## src/rtl/mbox_pkg.sv

```systemverilog
package mbox_pkg;

  localparam int unsigned OFF_STAT = 0;
  localparam int unsigned OFF_CTRL = 4;
  localparam int unsigned OFF_DATA = 8;

  // status bit positions
  localparam int unsigned ST_IRQ   = 0;
  localparam int unsigned ST_IEMPT = 1;
  localparam int unsigned ST_IFULL = 2;
  localparam int unsigned ST_OEMPT = 3;
  localparam int unsigned ST_OFULL = 4;
  localparam int unsigned ST_OVF   = 5;
  localparam int unsigned ST_UNF   = 6;

  // control bit positions
  localparam int unsigned CT_EN = 0;
  localparam int unsigned CT_WE = 1;

  typedef enum logic [1:0] {
    SEL_STAT = 2'd0,
    SEL_CTRL = 2'd1,
    SEL_DATA = 2'd2,
    SEL_NONE = 2'd3
  } rd_sel_e;

  typedef struct packed {
    logic    inPush;
    logic    outPop;
    logic    rdLoad;
    rd_sel_e rdSel;
  } mbox_strobe_t;

  typedef struct packed {
    logic inEmpty;
    logic inFull;
    logic outEmpty;
    logic outFull;
  } mbox_flags_t;

endpackage

```

## src/rtl/mbox_fifo.sv

```systemverilog
module mbox_fifo #(
  parameter int unsigned WIDTH = 32,
  parameter int unsigned DEPTH = 4
) (
  input  logic             clk,
  input  logic             rstN,
  input  logic             push,
  input  logic [WIDTH-1:0] pushData,
  input  logic             pop,
  output logic [WIDTH-1:0] headData,
  output logic             empty,
  output logic             full
);
  localparam int unsigned PTR_W = (DEPTH > 1) ? $clog2(DEPTH) : 1;
  localparam int unsigned CNT_W = $clog2(DEPTH + 1);
  localparam logic [PTR_W-1:0] LAST = PTR_W'(DEPTH - 1);

  logic [WIDTH-1:0] store [DEPTH];
  logic [PTR_W-1:0] wrPtr, rdPtr;
  logic [CNT_W-1:0] count, countNext;
  logic doPush, doPop;

  assign doPush   = push & ~full;
  assign doPop    = pop & ~empty;
  assign headData = store[rdPtr];

  always_comb begin
    countNext = count;
    if (doPush && !doPop) countNext = count + 1'b1;
    else if (doPop && !doPush) countNext = count - 1'b1;
  end

  always_ff @(posedge clk or negedge rstN) begin
    if (!rstN) begin
      wrPtr <= '0;
      rdPtr <= '0;
      count <= '0;
      empty <= 1'b1;
      full  <= 1'b0;
    end else begin
      if (doPush) wrPtr <= (wrPtr == LAST) ? '0 : wrPtr + 1'b1;
      if (doPop)  rdPtr <= (rdPtr == LAST) ? '0 : rdPtr + 1'b1;
      count <= countNext;
      empty <= (countNext == '0);
      full  <= (countNext == CNT_W'(DEPTH));
    end
  end

  always_ff @(posedge clk) begin
    if (doPush) store[wrPtr] <= pushData;
  end

  a_r3_no_overflow: assert property (@(posedge clk) disable iff (!rstN)
    count <= CNT_W'(DEPTH));
  a_r3_full_push_keeps_full: assert property (@(posedge clk) disable iff (!rstN)
    (full && push && !pop) |=> full && $stable(wrPtr));
  a_r8_empty_matches_level: assert property (@(posedge clk) disable iff (!rstN)
    empty == (count == '0));
  a_r4_empty_pop_inert: assert property (@(posedge clk) disable iff (!rstN)
    (empty && pop) |=> $stable(rdPtr));
endmodule

```

## src/rtl/mbox_datapath.sv

```systemverilog
module mbox_datapath
  import mbox_pkg::*;
#(
  parameter int unsigned DATA_W = 32,
  parameter int unsigned DEPTH  = 4
) (
  input  logic              clk,
  input  logic              rstN,
  input  mbox_strobe_t      strobe,
  input  logic [DATA_W-1:0] hostWrData,
  input  logic [DATA_W-1:0] statusWord,
  input  logic [DATA_W-1:0] ctrlWord,
  output logic [DATA_W-1:0] hostRdData,
  output mbox_flags_t       flags,
  output logic [7:0]        headId,
  output logic              inValid,
  output logic [DATA_W-1:0] inData,
  input  logic              inReady,
  input  logic              outValid,
  input  logic [DATA_W-1:0] outData,
  output logic              outReady
);
  logic [DATA_W-1:0] outHead;
  logic inEmpty, inFull, outEmpty, outFull;

  mbox_fifo #(.WIDTH(DATA_W), .DEPTH(DEPTH)) uInbound (
    .clk(clk), .rstN(rstN),
    .push(strobe.inPush), .pushData(hostWrData),
    .pop(inReady), .headData(inData),
    .empty(inEmpty), .full(inFull)
  );

  mbox_fifo #(.WIDTH(DATA_W), .DEPTH(DEPTH)) uOutbound (
    .clk(clk), .rstN(rstN),
    .push(outValid), .pushData(outData),
    .pop(strobe.outPop), .headData(outHead),
    .empty(outEmpty), .full(outFull)
  );

  assign inValid  = ~inEmpty;
  assign outReady = ~outFull;
  assign headId   = outHead[DATA_W-1 -: 8];

  always_comb begin
    flags.inEmpty  = inEmpty;
    flags.inFull   = inFull;
    flags.outEmpty = outEmpty;
    flags.outFull  = outFull;
  end

  always_ff @(posedge clk or negedge rstN) begin
    if (!rstN) begin
      hostRdData <= '0;
    end else if (strobe.rdLoad) begin
      unique case (strobe.rdSel)
        SEL_STAT: hostRdData <= statusWord;
        SEL_CTRL: hostRdData <= ctrlWord;
        SEL_DATA: hostRdData <= outEmpty ? '0 : outHead;
        default:  hostRdData <= '0;
      endcase
    end
  end

  a_r4_empty_read_zero: assert property (@(posedge clk) disable iff (!rstN)
    (strobe.rdLoad && strobe.rdSel == SEL_DATA && outEmpty) |=> hostRdData == '0);
  a_r2_rd_data_held: assert property (@(posedge clk) disable iff (!rstN)
    !strobe.rdLoad |=> $stable(hostRdData));
  a_r11_ready_tracks_room: assert property (@(posedge clk) disable iff (!rstN)
    (outValid && outReady && !strobe.outPop && outEmpty) |=> !outEmpty);
endmodule

```

## src/rtl/mbox_control.sv

```systemverilog
module mbox_control
  import mbox_pkg::*;
#(
  parameter int unsigned DATA_W = 32,
  parameter int unsigned ADDR_W = 4
) (
  input  logic              clk,
  input  logic              rstN,
  input  logic [ADDR_W-1:0] hostAddr,
  input  logic              hostWrEn,
  input  logic              hostRdEn,
  input  logic              wrEnBit,
  input  logic              wrWeBit,
  input  logic              wrClrOvf,
  input  logic              wrClrUnf,
  input  mbox_flags_t       flags,
  output mbox_strobe_t      strobe,
  output logic [DATA_W-1:0] statusWord,
  output logic [DATA_W-1:0] ctrlWord,
  output logic              irq,
  output logic              msgIdValid
);
  logic irqEn, ovfSticky, unfSticky, headFirst;
  logic isStat, isCtrl, isData;

  assign isStat = (hostAddr == ADDR_W'(OFF_STAT));
  assign isCtrl = (hostAddr == ADDR_W'(OFF_CTRL));
  assign isData = (hostAddr == ADDR_W'(OFF_DATA));

  always_comb begin
    strobe.inPush = hostWrEn & isData & ~flags.inFull;
    strobe.outPop = hostRdEn & isData & ~flags.outEmpty;
    strobe.rdLoad = hostRdEn;
    if (isStat)      strobe.rdSel = SEL_STAT;
    else if (isCtrl) strobe.rdSel = SEL_CTRL;
    else if (isData) strobe.rdSel = SEL_DATA;
    else             strobe.rdSel = SEL_NONE;
  end

  assign irq        = irqEn & ~flags.outEmpty;
  assign msgIdValid = ~flags.outEmpty & headFirst;

  always_comb begin
    statusWord           = '0;
    statusWord[ST_IRQ]   = irq;
    statusWord[ST_IEMPT] = flags.inEmpty;
    statusWord[ST_IFULL] = flags.inFull;
    statusWord[ST_OEMPT] = flags.outEmpty;
    statusWord[ST_OFULL] = flags.outFull;
    statusWord[ST_OVF]   = ovfSticky;
    statusWord[ST_UNF]   = unfSticky;
    ctrlWord             = '0;
    ctrlWord[CT_EN]      = irqEn;
  end

  always_ff @(posedge clk or negedge rstN) begin
    if (!rstN) begin
      irqEn     <= 1'b0;
      ovfSticky <= 1'b0;
      unfSticky <= 1'b0;
      headFirst <= 1'b1;
    end else begin
      if (hostWrEn && isCtrl && wrWeBit) irqEn <= wrEnBit;
      if (hostWrEn && isData && flags.inFull) ovfSticky <= 1'b1;
      else if (hostWrEn && isStat && wrClrOvf) ovfSticky <= 1'b0;
      if (hostRdEn && isData && flags.outEmpty) unfSticky <= 1'b1;
      else if (hostWrEn && isStat && wrClrUnf) unfSticky <= 1'b0;
      if (strobe.outPop) headFirst <= ~headFirst;
    end
  end

  a_r7_irq_needs_data: assert property (@(posedge clk) disable iff (!rstN)
    irq |-> !flags.outEmpty);
  a_r6_enable_guarded: assert property (@(posedge clk) disable iff (!rstN)
    !(hostWrEn && isCtrl && wrWeBit) |=> $stable(ctrlWord));
  a_r3_overflow_sets: assert property (@(posedge clk) disable iff (!rstN)
    (hostWrEn && isData && flags.inFull) |=> statusWord[ST_OVF]);
  a_r4_underflow_sets: assert property (@(posedge clk) disable iff (!rstN)
    (hostRdEn && isData && flags.outEmpty) |=> statusWord[ST_UNF]);
  a_r5_clear_ovf: assert property (@(posedge clk) disable iff (!rstN)
    (hostWrEn && isStat && wrClrOvf) |=> !statusWord[ST_OVF]);
endmodule

```

## src/rtl/duplex_mailbox.sv

```systemverilog
module duplex_mailbox
  import mbox_pkg::*;
#(
  parameter int unsigned DATA_W = 32,
  parameter int unsigned ADDR_W = 4,
  parameter int unsigned DEPTH  = 4
) (
  input  logic              clk,
  input  logic              rstN,
  input  logic [ADDR_W-1:0] hostAddr,
  input  logic              hostWrEn,
  input  logic              hostRdEn,
  input  logic [DATA_W-1:0] hostWrData,
  output logic [DATA_W-1:0] hostRdData,
  output logic              irq,
  output logic              inValid,
  output logic [DATA_W-1:0] inData,
  input  logic              inReady,
  input  logic              outValid,
  input  logic [DATA_W-1:0] outData,
  output logic              outReady,
  output logic              msgIdValid,
  output logic [7:0]        msgId
);
  mbox_strobe_t      strobe;
  mbox_flags_t       flags;
  logic [DATA_W-1:0] statusWord, ctrlWord;

  mbox_control #(.DATA_W(DATA_W), .ADDR_W(ADDR_W)) uCtrl (
    .clk(clk), .rstN(rstN),
    .hostAddr(hostAddr), .hostWrEn(hostWrEn), .hostRdEn(hostRdEn),
    .wrEnBit(hostWrData[CT_EN]), .wrWeBit(hostWrData[CT_WE]),
    .wrClrOvf(hostWrData[ST_OVF]), .wrClrUnf(hostWrData[ST_UNF]),
    .flags(flags), .strobe(strobe),
    .statusWord(statusWord), .ctrlWord(ctrlWord),
    .irq(irq), .msgIdValid(msgIdValid)
  );

  mbox_datapath #(.DATA_W(DATA_W), .DEPTH(DEPTH)) uData (
    .clk(clk), .rstN(rstN),
    .strobe(strobe), .hostWrData(hostWrData),
    .statusWord(statusWord), .ctrlWord(ctrlWord),
    .hostRdData(hostRdData), .flags(flags), .headId(msgId),
    .inValid(inValid), .inData(inData), .inReady(inReady),
    .outValid(outValid), .outData(outData), .outReady(outReady)
  );
endmodule

```

## config.mk

```make
export PLATFORM = sky130hd
export DESIGN_NAME = duplex_mailbox
export DESIGN_NICKNAME = d
export VERILOG_FILES = /design/src/rtl/mbox_pkg.sv /design/src/rtl/mbox_fifo.sv /design/src/rtl/mbox_datapath.sv /design/src/rtl/mbox_control.sv /design/src/rtl/duplex_mailbox.sv
export SDC_FILE = /design/constraint.sdc
export NUM_CORES = 1
export LEC_CHECK = 0
export BUFFER_PORTS_ARGS = -buffer_cell sky130_fd_sc_hd__buf_4
export CORE_MARGIN = 2
export CORE_UTILIZATION = 45
export DETAILED_ROUTE_END_ITERATION = 10
export GPL_ROUTABILITY_DRIVEN = 0
export HOLD_SLACK_MARGIN = 0.15
export PLACE_DENSITY = 0.79
export SLEW_MARGIN = 20
export SYNTH_ARGS = -nofsm -noshare
export SYNTH_HDL_FRONTEND = slang
export SYNTH_SLANG_ARGS = --single-unit
```

## constraint.sdc

```tcl
create_clock -name clk -period 2.2 [get_ports clk]
set_input_delay 0.44 -clock clk [delete_from_list [all_inputs] [get_ports clk]]
set_output_delay 0.44 -clock clk [all_outputs]
set_load 0.02 [all_outputs]
```

**After elaboration in Yosys (flattened, before gate mapping)**

Memory sizes are Yosys's and may differ from the RTL's.
Index checks and enable logic that the tools add are counted.

- Flip-flop bits (word level): 54
- Bits in latches: 0
- Memory bits (writable): 256
- Memory bits (read-only): 0
- Bits of input ports: 74
- Output and inout bits: 76
- Word-level logic and storage cells: 94
- Memories kept: 2

- Add/subtract/negate cells: 8
- Multipliers: 0
- Div/mod/pow operators: 0
- $lt $le $gt $ge: 0
- Equal/unequal tests: 10
- Shift-type cells: 0
- Multiplexer cells: 21
- Bitwise logic cells: 15
- Reductions and logical operators: 23

Memories:

| name | words | bits a word | rd ports | clocked after Yosys merged registers in | wr ports | line | source |
|---|---|---|---|---|---|---|---|
| uData.uInbound.store | 4 | 32 | 1 | 0 | 1 | mbox_fifo.sv:18 | `logic [WIDTH-1:0] store [DEPTH];` |
| uData.uOutbound.store | 4 | 32 | 1 | 0 | 1 | mbox_fifo.sv:18 |  |

Operator list:

| cell | number |
|---|---|
| one-hot mux 32 bit (3 select lines) | 1 |
| 2-to-1 mux 32 bit | 1 |
| logical AND 1 bit | 13 |
| 2-to-1 mux 2 bit | 6 |
| 2-to-1 mux 3 bit | 4 |
| bitwise AND 1 bit | 10 |
| == test 2 bit (second input constant) | 5 |
| 2-to-1 mux 1 bit | 9 |
| adder 2 x 1 -> 2 bit (second input constant) | 4 |
| adder 3 x 1 -> 3 bit (second input constant) | 2 |
| == test 3 bit (second input constant) | 2 |
| logical NOT 3 bit | 2 |
| subtractor 3 x 1 -> 3 bit (second input constant) | 2 |
| inverter 1 bit | 5 |
| == test 4 x 3 -> 1 bit (second input constant) | 1 |
| == test 4 bit (second input constant) | 1 |
| logical NOT 1 bit | 4 |
| logical NOT 4 bit | 1 |
| nonzero test 2 bit | 2 |
| == test 2 x 1 -> 1 bit (second input constant) | 1 |
| logical NOT 2 bit | 1 |

**Logic depth before layout (Yosys ltp)**

- Word-level depth: 9
- Gate-level depth with buffers: 6
- Mapped depth without buffers: 6

**Hierarchy**

Synthesis repeated with hierarchy kept, for this count alone.

- Cell total of the unflattened synthesis: 688
- Area, all modules: 13103.8 µm²

By module, submodules not included:

| module | instances | cells each | area an instance (µm²) | sequential area each (µm²) |
|---|---|---|---|---|
| mbox_fifo at uData.uOutbound | 1 | 228 | 5193.7 | 4070.2 |
| mbox_fifo at uData.uInbound | 1 | 222 | 5162.5 | 4070.2 |
| mbox_datapath | 1 | 151 | 1991.9 | 800.8 |
| mbox_control | 1 | 87 | 755.7 | 101.3 |

**Worst setup path after synthesis**

No wires, ideal clock.

- Kind: input -> register
- Start point: input port hostAddr[1]
- End point: memory uData.uInbound.store[0][0] (enable)
- Setup time: 0.392 ns
- Data arrival time: 1.855 ns
- Required time: 1.808 ns
- Slack: -0.048 ns
- Stages: 3
- Buffers on the path: 1
- Cells stage by stage: nor4b_2 > buf_2 > and3_1

- Longest elaborated chain between the ends: 6

Ends and longest elaborated chain:

| element | line | source |
|---|---|---|
| start: declaration | duplex_mailbox.sv:10 | `input logic [ADDR_W-1:0] hostAddr,` |
| == test 4 bit | mbox_control.sv:28 | `assign isData = (hostAddr == ADDR_W'(OFF_DATA));` |
| bitwise AND 1 bit (2 in series) | mbox_control.sv:31 | `strobe.inPush = hostWrEn & isData & ~flags.inFull;` |
| bitwise AND 1 bit | mbox_fifo.sv:23 | `assign doPush = push & ~full;` |
| 2-to-1 mux 1 bit | mbox_fifo.sv:50 | `if (doPush) store[wrPtr] <= pushData;` |
| 2-to-1 mux 1 bit (not written as such) | mbox_fifo.sv:50 |  |
| end: declaration | mbox_fifo.sv:18 |  |

Every way passes these cells.

**Worst setup path after layout**

- Start point: register uData.uInbound.rdPtr[0]
- End point: output port inData[12]

- Longest elaborated chain between the ends: 1

Ends and longest elaborated chain:

| element | line | source |
|---|---|---|
| start: declaration | mbox_fifo.sv:19 | `logic [PTR_W-1:0] wrPtr, rdPtr;` |
| start signal: assignment | mbox_fifo.sv:42 | `if (doPop) rdPtr <= (rdPtr == LAST) ? '0 : rdPtr + 1'b1;` |
| memory (4 x 32 bit) | n/a |  |
| end: declaration | duplex_mailbox.sv:17 | `output logic [DATA_W-1:0] inData,` |

Every way passes these cells.

==> qor.txt <==
====================================================================================
Run status ............................................................ complete, but fails checks
Violated checks ....................................................... negative setup slack
Worst setup SP type ...................................................    flip-flop
Pre-antenna DRT Iters .................................................            5
Highest-count cells in the layout ignoring fill and taps .............. sky130_fd_sc_hd__edfxtp_1, sky130_fd_sc_hd__buf_4, sky130_fd_sc_hd__dlygate4sd3_1
Initial antenna violation count .......................................            1
Number of library cell types mapped by synthesis ......................           50
Number of synthesized flops with an enable pin ........................          256
Beginning of the worst register-to-register path ...................... uData.uOutbound.rdPtr[0]
Post-Synthesis Cell Area ..............................................    11900 um2
Worst stage delay on the critical path ................................       540 ps
Initial core utilization ..............................................        45.8%
Clock tree from TritonCTS .............................................          yes
Post-route cell area ..................................................    15700 um2
Wire length per cell after detailed routing ...........................      20.9 um
Floorplan die area ....................................................    27800 um2
Cells along the critical path ......................................... buf_12, clkbuf_16, mux4_2, buf_6
Peak ir drop on the vdd network .......................................   0.000849 V
GRT Residual Overflow .................................................            0
Share of flip-flops with an asynchronous set or reset after synthesis .        17.4%
Number of hold violations in the final report .........................            0
Clk root buf .......................................................... sky130_fd_sc_hd__clkbuf_16
WP data arrival .......................................................      1940 ps
Max frequency .........................................................      421 MHz
Number of synthesized register bits ...................................          310
Die Y .................................................................       167 um
Instance count of the mapped netlist ..................................          618
Number of max-capacitance violations reported .........................            0
RSZ-0062 raised after global routing ..................................          yes
Final critical-path required period ...................................      2380 ps
Crit path max-delay family ............................................ multiplexers
Number of top-level pins ..............................................          150
Number of nets at the end of the flow .................................          963
Number of vias in the routed layout ...................................         6500
Leakage power of the design ...........................................      5.70 nW
Max Buffers Root-to-Sink ..............................................            3
Required time at the worst-slack endpoint .............................      1760 ps
Startpoint of the most critical setup path ............................ uData.uInbound.rdPtr[0]
Floorplan core area ...................................................    26100 um2
Maximum number of pins on one net before global-route repair ..........           38
Largest cells by area after synthesis ................................. sky130_fd_sc_hd__edfxtp_1, sky130_fd_sc_hd__mux4_2, sky130_fd_sc_hd__dfrtp_1, sky130_fd_sc_hd__ha_1, sky130_fd_sc_hd__inv_1
Tot Pwr ...............................................................      18.2 mW
Synthesis Warnings ....................................................            0
Launch point of the worst hold path ...................................     hostRdEn
Avg Synthesized Cell Area .............................................     19.3 um2
Vias per Instance .....................................................         5.26
Power density normalized to cell area .................................  1160 nW/um2
Total DRC errors in the routed layout .................................            0
Post-DP HPWL ..........................................................     15100 um
Proportion of synthesized chip area in sequential cells ...............        75.8%
Global-route wire length before repair ................................     38900 um
Worst Hold Class ......................................................       in2reg
Maximum level of the CTS H-tree .......................................            1
Least setup slack across all paths after layout .......................      -176 ps
Total setup violations reported at the end of the flow ................           40
Vias in the first global route ........................................         6796
Number of clock buffers inserted by TritonCTS .........................           31
Die extent in x .......................................................       167 um
Share of final-layout standard cells stronger than drive strength 1 ...        35.8%
Share of the clock period used by the worst path ......................         108%
Number of routed nets with antenna violations .........................            0
Clock transition at the registers of the reported paths ...............        60 ps
Cell area reported after detailed placement ...........................    13700 um2
Count of final max-slew check failures ................................            0
Area share of the largest cell type after synthesis ...................        64.4%
DRT iter0 DRCs ........................................................          590
R2R setup slack .......................................................       220 ps
Post-Place Worst Slack ................................................       192 ps
P&R area growth vs syn ................................................        31.5%
Number of nets in the synthesized netlist .............................          706
Start-to-end type of the worst setup path .............................      reg2out
Wirelength, routed ....................................................     25800 um
Site Rows .............................................................           59
Insertion delay to the later sink of the worst-skew pair ..............       570 ps
Buffering stage count on the worst path with inverters included .......            3
Final worst clock skew ................................................      24.6 ps
Master of the slowest instance on the critical path ................... sky130_fd_sc_hd__mux4_2
Setup_tns .............................................................     -4280 ps
Measured slew at the worst slew-check pin .............................       613 ps
Hold slack final ......................................................       170 ps
Max_slew headroom .....................................................        58.9%
Yosys top cell by area ................................................ sky130_fd_sc_hd__edfxtp_1
Port-buffer cells .....................................................          149
Critical path endpoint category .......................................  output port
All-layer global routing usage ........................................        18.0%
Largest fanout of any net on the critical path ........................            6
Ys flop type .......................................................... sky130_fd_sc_hd__edfxtp_1
Count of clock tree sinks .............................................          310
Most common library cell in the layout ignoring fill and taps ......... sky130_fd_sc_hd__edfxtp_1
====================================================================================
-- path summary, 6_finish.rpt --
check | end | cells after the start
hold reg to reg | uCtrl.headFirst | 1
setup / recovery | inData[12] | 4
setup reg to reg | uData.hostRdData[16] | 6
max in group asynchronous | uData.hostRdData[3] | 3
min in group asynchronous | uData.hostRdData[10] | 2
hold / removal | uData.hostRdData[2] | 2
-- per-layer routing --
metal	GRT usage [%]	wire length, um	share of wire, %
met1	22.9	10300	40
met2	31.0	13300	51
met3	4.85	1840	7.1
met4	3.97	437	1.7
met5	0	0	0
-- cell type report --
cell class / instances / area, um2
sequential: 310 / 9040
multi-input combinational: 240 / 2630
clock inverter: 21 / 235
timing repair buffer: 249 / 2400
antenna: 1 / 2.50
fill: 1797 / 10400
inverter: 43 / 161
tap: 335 / 419
clock buffer: 37 / 798
-- per-stage QoR --
stage,util [%],std cells
after floorplan,-,618
after global placement,52.6,1101
after detailed placement,52.6,1101
after CTS,59.8,1228
after global routing,60.2,1235
final,60.2,1236
-- timing repair --
item,CTS,global route
resized for setup,43,1
endpoints found under the hold margin,288,0
buffers inserted,4,4
setup endpoints to repair,40,40
cloned,0,3
hold buffers,65,0
-- cell usage after synthesis (all sizes together) (5+ instances only) --
master  instances
ha             14
nand2b          7
inv            43
mux4           64
nand3           5
nor3            6
o21ai          34
nand2          40
edfxtp        256
nor2b           6
buf            12
nand4           5
dfrtp          51
o22ai           8
a22oi           7
clkbuf         13
and3            5
-- state kept, by name, indices dropped and copies added (netlist names) --
name                   count
uCtrl.headFirst            1
uCtrl.irqEn                1
uCtrl.ovfSticky            1
uCtrl.unfSticky            1
uData.hostRdData          32
uData.uInbound.count       3
uData.uInbound.empty       1
uData.uInbound.full        1
uData.uInbound.rdPtr       2
uData.uInbound.store     128
uData.uInbound.wrPtr       2
uData.uOutbound.count      3
uData.uOutbound.empty      1
uData.uOutbound.full       1
uData.uOutbound.rdPtr      2
uData.uOutbound.store    128
uData.uOutbound.wrPtr      2
-- worst reg2reg max path, delay by kind of cell, from the launching register on --
kind / cells / cell delay (ps)
AO/OA/AOI/OAI: 1 / 70
multiplexers: 1 / 570
buffers and inverters: 3 / 750
AND/OR/NAND/NOR: 1 / 110
flip-flops: 1 / 370
-- cell families (layout without fill, tap and decap cells) --
| group | after synthesis | in the layout | share of synthesized area [%] |
|---|---|---|---|
| multiplexers | 66 | 66 | 12.3 |
| XOR/XNOR | 4 | 4 | 0.293 |
| other | 0 | 1 | 0 |
| buffers and inverters | 68 | 350 | 2.31 |
| flip-flops | 310 | 310 | 75.8 |
| adder cells (fa/ha/maj) | 14 | 14 | 1.47 |
| AND/OR/NAND/NOR | 89 | 89 | 4.17 |
| AO/OA/AOI/OAI | 67 | 67 | 3.74 |
-- where the power goes --
part           total, mW  switching [mW]  internal (mW)
Clock               5.25            2.17           3.08
Sequential          7.46           0.309           7.15
Combinational       5.52            2.70           2.82
Total               18.2            5.18           13.1
(Power assumes the default switching activity.)
